[src/rtl/ep_halt_pkg.sv]
package ep_halt_pkg;
    typedef enum logic [1:0] {
        HS_NONE  = 2'b00,
        HS_ACK   = 2'b01,
        HS_NAK   = 2'b10,
        HS_STALL = 2'b11
    } hs_code_e;
endpackage

[src/rtl/ep_halt_regs.sv]
module ep_halt_regs #(
    parameter int NUM_EP = 4,
    parameter int DATA_W = 8
) (
    input  logic              clk,
    input  logic              rst_n,
    input  logic              reg_sel,
    input  logic              reg_we,
    input  logic [DATA_W-1:0] reg_wdata,
    input  logic              setup_rcvd,
    input  logic              setup_pend,
    output logic [NUM_EP-1:0] stall_q,
    output logic              xcvr_q
);
    typedef struct packed {
        logic [NUM_EP-1:0] stall;
        logic              xcvr;
    } regs_t;

    regs_t st_d, st_q;
    logic  stall_wr, xcvr_wr;

    assign stall_wr = reg_we && !reg_sel;
    assign xcvr_wr  = reg_we && reg_sel;

    always_comb begin
        st_d = st_q;
        if (stall_wr) begin
            st_d.stall = reg_wdata[NUM_EP-1:0];
            // a set of endpoint 0 is blocked while setup is pending
            if (setup_pend && reg_wdata[0])
                st_d.stall[0] = st_q.stall[0];
        end
        if (setup_rcvd)
            st_d.stall[0] = 1'b0;
        if (xcvr_wr)
            st_d.xcvr = reg_wdata[0];
    end

    always_ff @(posedge clk or negedge rst_n) begin
        if (!rst_n) st_q <= '0;
        else        st_q <= st_d;
    end

    assign stall_q = st_q.stall;
    assign xcvr_q  = st_q.xcvr;

    AST_EP0_AUTOCLR: assert property (@(posedge clk) disable iff (!rst_n)
        setup_rcvd |=> !stall_q[0]);
    AST_EP0_SET_BLOCK: assert property (@(posedge clk) disable iff (!rst_n)
        (stall_wr && setup_pend && !stall_q[0]) |=> !stall_q[0]);
    AST_UPPER_HOLD: assert property (@(posedge clk) disable iff (!rst_n)
        !stall_wr |=> $stable(stall_q[NUM_EP-1:1]));
endmodule

[src/rtl/ep_halt_resp.sv]
module ep_halt_resp
    import ep_halt_pkg::*;
#(
    parameter int NUM_EP = 4,
    parameter int EPN_W  = 4
) (
    input  logic              clk,
    input  logic              rst_n,
    input  logic              tok_valid,
    input  logic [EPN_W-1:0]  tok_ep,
    input  logic [NUM_EP-1:0] ep_ready,
    input  logic [NUM_EP-1:0] stall_q,
    output logic              hs_valid,
    output logic [1:0]        hs_code
);
    localparam int IDX_W = $clog2(NUM_EP);

    typedef struct packed {
        logic     valid;
        hs_code_e code;
    } resp_t;

    resp_t            rs_d, rs_q;
    logic             ep_in_range;
    logic [IDX_W-1:0] ep_idx;

    assign ep_in_range = tok_ep < EPN_W'(NUM_EP);
    assign ep_idx      = tok_ep[IDX_W-1:0];

    always_comb begin
        rs_d = '{valid: 1'b0, code: HS_NONE};
        if (tok_valid && ep_in_range) begin
            rs_d.valid = 1'b1;
            if (stall_q[ep_idx])       rs_d.code = HS_STALL;
            else if (ep_ready[ep_idx]) rs_d.code = HS_ACK;
            else                       rs_d.code = HS_NAK;
        end
    end

    always_ff @(posedge clk or negedge rst_n) begin
        if (!rst_n) rs_q <= '{valid: 1'b0, code: HS_NONE};
        else        rs_q <= rs_d;
    end

    assign hs_valid = rs_q.valid;
    assign hs_code  = rs_q.code;

    AST_STALL_WINS: assert property (@(posedge clk) disable iff (!rst_n)
        (tok_valid && ep_in_range && stall_q[ep_idx]) |=> (hs_code == 2'b11));
    AST_STROBE_FOLLOWS: assert property (@(posedge clk) disable iff (!rst_n)
        (tok_valid && ep_in_range) |=> hs_valid);
    AST_NO_STROBE_IDLE: assert property (@(posedge clk) disable iff (!rst_n)
        !tok_valid |=> (!hs_valid && hs_code == 2'b00));
    AST_BAD_EP_SILENT: assert property (@(posedge clk) disable iff (!rst_n)
        (tok_valid && !ep_in_range) |=> !hs_valid);
endmodule

[src/rtl/ep_halt_ctrl.sv]
module ep_halt_ctrl #(
    parameter int NUM_EP = 4,
    parameter int DATA_W = 8,
    parameter int EPN_W  = 4
) (
    input  logic              clk,
    input  logic              rst_n,
    input  logic              reg_sel,
    input  logic              reg_we,
    input  logic [DATA_W-1:0] reg_wdata,
    output logic [DATA_W-1:0] reg_rdata,
    input  logic              setup_rcvd,
    input  logic              setup_pend,
    input  logic              tok_valid,
    input  logic [EPN_W-1:0]  tok_ep,
    input  logic [NUM_EP-1:0] ep_ready,
    output logic              hs_valid,
    output logic [1:0]        hs_code,
    output logic              ext_xcvr_en
);
    logic [NUM_EP-1:0] stall_q;
    logic              xcvr_q;

    ep_halt_regs #(.NUM_EP(NUM_EP), .DATA_W(DATA_W)) regs_i (
        .clk        (clk),
        .rst_n      (rst_n),
        .reg_sel    (reg_sel),
        .reg_we     (reg_we),
        .reg_wdata  (reg_wdata),
        .setup_rcvd (setup_rcvd),
        .setup_pend (setup_pend),
        .stall_q    (stall_q),
        .xcvr_q     (xcvr_q)
    );

    ep_halt_resp #(.NUM_EP(NUM_EP), .EPN_W(EPN_W)) resp_i (
        .clk       (clk),
        .rst_n     (rst_n),
        .tok_valid (tok_valid),
        .tok_ep    (tok_ep),
        .ep_ready  (ep_ready),
        .stall_q   (stall_q),
        .hs_valid  (hs_valid),
        .hs_code   (hs_code)
    );

    always_comb begin
        if (reg_sel) reg_rdata = {{(DATA_W-1){1'b0}}, xcvr_q};
        else         reg_rdata = {{(DATA_W-NUM_EP){1'b0}}, stall_q};
    end

    assign ext_xcvr_en = xcvr_q;

    AST_RSVD_ZERO: assert property (@(posedge clk) disable iff (!rst_n)
        reg_rdata[DATA_W-1:NUM_EP] == '0);
    AST_XCVR_FOLLOWS: assert property (@(posedge clk) disable iff (!rst_n)
        (reg_we && reg_sel) |=> (ext_xcvr_en == $past(reg_wdata[0])));
endmodule

[config.mk]
export PLATFORM = sky130hd
export DESIGN_NAME = ep_halt_ctrl
export DESIGN_NICKNAME = d
export VERILOG_FILES = /design/src/rtl/ep_halt_pkg.sv /design/src/rtl/ep_halt_regs.sv /design/src/rtl/ep_halt_resp.sv /design/src/rtl/ep_halt_ctrl.sv
export SDC_FILE = /design/constraint.sdc
export NUM_CORES = 1
export LEC_CHECK = 0
export ABC_AREA = 1
export BUFFER_PORTS_ARGS = -buffer_cell sky130_fd_sc_hd__buf_2
export CAP_MARGIN = 25
export CORE_AREA = 2 2 39 41
export DETAILED_ROUTE_END_ITERATION = 8
export DIE_AREA = 0 0 41 43
export PLACE_DENSITY = 0.73
export SLEW_MARGIN = 20
export SYNTH_ARGS = -nofsm -noshare
export SYNTH_HDL_FRONTEND = slang
export SYNTH_SLANG_ARGS = --single-unit
[constraint.sdc]
create_clock -name clk -period 1.6 [get_ports clk]
set_clock_uncertainty 0.15 [all_clocks]
set_input_delay 0.32 -clock clk [delete_from_list [all_inputs] [get_ports clk]]
set_output_delay 0.32 -clock clk [all_outputs]
set_load 0.02 [all_outputs]
## After elaboration in Yosys (flattened, before gate mapping)

Cells that the tools add are included.

- Bits in registers: 8
- Input bits: 23

- $lt $le $gt $ge: 2
- Equal/unequal tests: 1
- Muxes and demuxes: 11
- Reductions and logical operators: 7

Operators with widths:

| kind | number |
|---|---|
| $mux 1 | 5 |
| $bmux 1 s2 | 2 |
| $logic_and 1x1->1 | 4 |
| $lt 4x3->1 const B | 1 |
| $mux 2 | 2 |
| $mux 4 | 1 |
| $lt 2x3->1 const B | 1 |
| $mux 3 | 1 |
| $ne 2x2->1 const B | 1 |
| $reduce_and 2->1 | 1 |
| $reduce_bool 2->1 | 1 |
| $logic_not 1->1 | 1 |

## Longest topological paths before layout

- Depth in word-level cells: 5
- Depth in mapped cells: 6
- Mapped depth without buffers: 6

## By module

A second synthesis with hierarchy kept.

- Cells, all modules: 78
- Area total of the unflattened synthesis: 503.0 sq um

By module, submodules not included:

| module | instances | cells each | area each (sq um) | sequential area each (sq um) |
|---|---|---|---|---|
| ep_halt_regs | 1 | 31 | 232.7 | 125.1 |
| ep_halt_resp | 1 | 32 | 198.9 | 75.1 |
| ep_halt_ctrl | 1 | 15 | 71.3 | 0.0 |

## Worst setup path before layout

No wires, ideal clock.

- Path kind: input to output
- From: input reg_sel
- To: output reg_rdata[0]
- Arrival: 0.927 ns
- Required time: 1.130 ns
- Path slack: 0.203 ns
- Cell stages on the path: 2
- Cell sequence: buf_6 -> o21ai_0

- Longest elaborated chain between the ends: 1

Ends and longest elaborated chain:

| element | RTL line | text |
|---|---|---|
| start: declaration | ep_halt_ctrl.sv:8 | `input logic reg_sel,` |
| $mux 4 | ep_halt_ctrl.sv:48 | `if (reg_sel) reg_rdata = {{(DATA_W-1){1'b0}}, xcvr_q};` |
| end: declaration | ep_halt_ctrl.sv:11 | `output logic [DATA_W-1:0] reg_rdata,` |

No other way between the ends.

## Worst setup path in the final report

- From: register regs_i.st_q (netlist bit regs_i.stall_q[0])
- To: output reg_rdata[0]

- Longest elaborated chain between the ends: 1

Ends and longest elaborated chain:

| element | RTL line | text |
|---|---|---|
| start: declaration | ep_halt_regs.sv:20 | `regs_t st_d, st_q;` |
| start signal: assignment | ep_halt_regs.sv:42 | `else st_q <= st_d;` |
| $mux 4 | ep_halt_ctrl.sv:48 |  |

No other way between the ends.

==> impl_metrics.yaml <==
grt:
  gr-total-overflow: 0
  antenna_found_initial: 0
  grt_pass1_wl_mm: 1.573
  grt.total_usage_pct: 13.87
  grt_pass1_vias: 399
  grt_max_degree: 9
finish:
  fin_nets: 120
  final_cell_mix: "buf_2, nand2_1, inv_1, nor2_1, dfrtp_1"
  layout-drive-gt1-share_pct: 37.89
  final_common_cell: "buf_2"
  area_growth_pct: 31.36
  diodes: 0
placement:
  portBuffers: 26
  place.gp.congestion: 0.7081
  dpl.hpwl_um: 790
pwr:
  vdd.ir_drop.worst_uv: 464.9
  finalPower_w: 0.0005175
  power_density_nw_per_um2: 809.5
  power.leakage_nw: 0.3975
critical_path:
  cp_max_fo: 2
  cp_slowest_cell: "dfrtp_1"
  cp_top_family: "flip-flops"
  worstSetupPathType: "flip-flop to output pin"
  critPathMaxStageDelay_ps: 340
  cp_cell_sequence: "inv_1, o21ai_0, buf_2"
  crit_buf_inv: 2
  crit_start: "regs_i.stall_q[0]$_DFFE_PN0P_"
  required_ps: 1130
  setup.worst_path.start_class: "flip-flop"
  reg2reg_from: "regs_i.stall_q[1]$_DFFE_PN0P_"
  crit_path_end_kind: "output pin"
  arrival_ps: 970
floorplanning:
  die-width_um: 41
  fp-row-count: 14
  die_y_um: 43
  initial_core_util_pct: 35.17
  core_area_um2: 1384
  design.die.area_um2: 1763
  io_pins: 35
drt:
  via_per_inst: 4.306
  vias: 478
  drc: 0
  routedWlPerCell_um: 8.703
  drt-pass1-iter-count: 2
  drtAntennaViolNets: 0
  wirelength_um: 966
  drt-initial-drc-count: 6
sta:
  setup_viol: 0
  final-max-slew-violation-count: 0
  timing.hold.ws_ps: 71.21
  finalHoldViolCount: 0
  fmaxAchievable_ghz: 0.6932
  post-route-period-util_pct: 90.16
  rsz0062_at_grt: "no"
  period_needed_ps: 1443
  finalSetupTns_ps: 0
cts:
  tritoncts: "yes"
  clock_latency_ps: 250
  cts_buffer_depth: 2
  post_cts.repair.setup_buffers: 0
  clock_sinks: 8
  cts-root-buf: "clkbuf_4"
  h-tree-depth: 1
  clk_pin_slew_ps: 50
  cts_buffers: 3
min_path:
  hold_path_class: "input port to flip-flop"
  min_from: "setup_rcvd"
synth:
  ys_warn_count: 0
  synthCells: 67
  synth.avg_cell_area_um2: 7.264
  yosysUniqueCellTypes: 17
  ys_ff_latch: 8
  synth_area_um2: 486.7
  synth_seq_area_share_pct: 41.13
run_status:
  status: "finished, final reports clean"
flow_run:
  cap_violations: 0
## sequential cells by signal (all words and copies together) (netlist names)
register	count
resp_i.hs_valid	1
resp_i.hs_code	2
regs_i.xcvr_q	1
regs_i.stall_q	4
## final timing paths
| kind | to | slack (ps) | cells past startpoint |
|---|---|---|---|
| hold / removal | regs_i.stall_q[0]$_DFFE_PN0P_ | 70 | 2 |
| hold reg to reg | regs_i.stall_q[2]$_DFFE_PN0P_ | 380 | 2 |
| setup reg to reg | resp_i.hs_code[0]$_DFF_PN0_ | 640 | 4 |
| max in group asynchronous | resp_i.hs_code[0]$_DFF_PN0_ | 850 | 2 |
| setup / recovery | reg_rdata[0] | 160 | 3 |
| min in group asynchronous | regs_i.stall_q[2]$_DFFE_PN0P_ | 280 | 2 |
## metrics by stage
step,instance area [µm²],std cells,setup slack (ps),utilization [%]
3_3_place_gp,606.8,107,332.2,43.85
4_1_cts,639.4,111,147.8,46.20
2_1_floorplan,498.0,70,202.6,-
5_1_grt,639.4,111,75.74,46.20
3_5_place_dp,606.8,107,341.3,43.85
6_report,639.4,111,157.4,46.20
## layer usage
metal / global-route usage [%] / vias up / routed length [µm]
li1: - / 253 / -
met1: 16.17 / 202 / 373
met2: 20.00 / 23 / 501
met3: 7.853 / 0 / 91
met4: 6.000 / 0 / 0
met5: 0 / - / 0
## cell usage after synthesis
cell	number	area (µm²)
o21ai_2	1	8.760
a31oi_1	1	6.260
a21oi_2	1	8.760
nand3_1	5	25.02
nor3_2	1	10.01
o21ai_0	1	5.000
inv_2	2	7.510
conb_1	1	3.750
inv_1	10	37.54
buf_6	1	11.26
nand2_4	1	11.26
nand2_1	16	60.06
nand2_2	1	6.260
nor2_1	8	30.03
dfrtp_1	8	200.2
a21oi_1	5	25.02
buf_4	4	30.03
## cells by family after synthesis
group                  after synthesis  synth area share [%]
AO/OA/AOI/OAI                        9                 11.05
flip-flops                           8                 41.13
other                                1                0.7705
AND/OR/NAND/NOR                     32                 29.31
buffers and inverters               17                 17.74
## repair_timing
item | CTS | global route
endpoints found under the setup margin | 0 | 0
hold buffers | 1 | 0
resized for setup | 0 | 0
hold endpoints to repair | 8 | 0
## worst reg2reg max path, cell delays in order, from the launching register on
cell and delay, ps:
dfrtp_1 380, nand2_1 60, nand3_1 70, nand2_1 110
a21oi_1 80
## where the power goes
part	total [W]	internal, W	switching [W]
combinational	0.000140	0.0000517	0.0000878
sequential	0.000229	0.000220	0.00000956
clock	0.000149	0.0000855	0.0000633
total	0.000518	0.000357	0.000161
## layout make-up
type,count,area [µm²]
sequential,8,200.2
tap,16,20.02
multi-input combinational,45,211.5
clock buffer,3,22.52
fill,150,744.5
inverter,12,45.04
timing repair buffer,27,140.1
No activity file was read; power rests on OpenSTA's default activity.
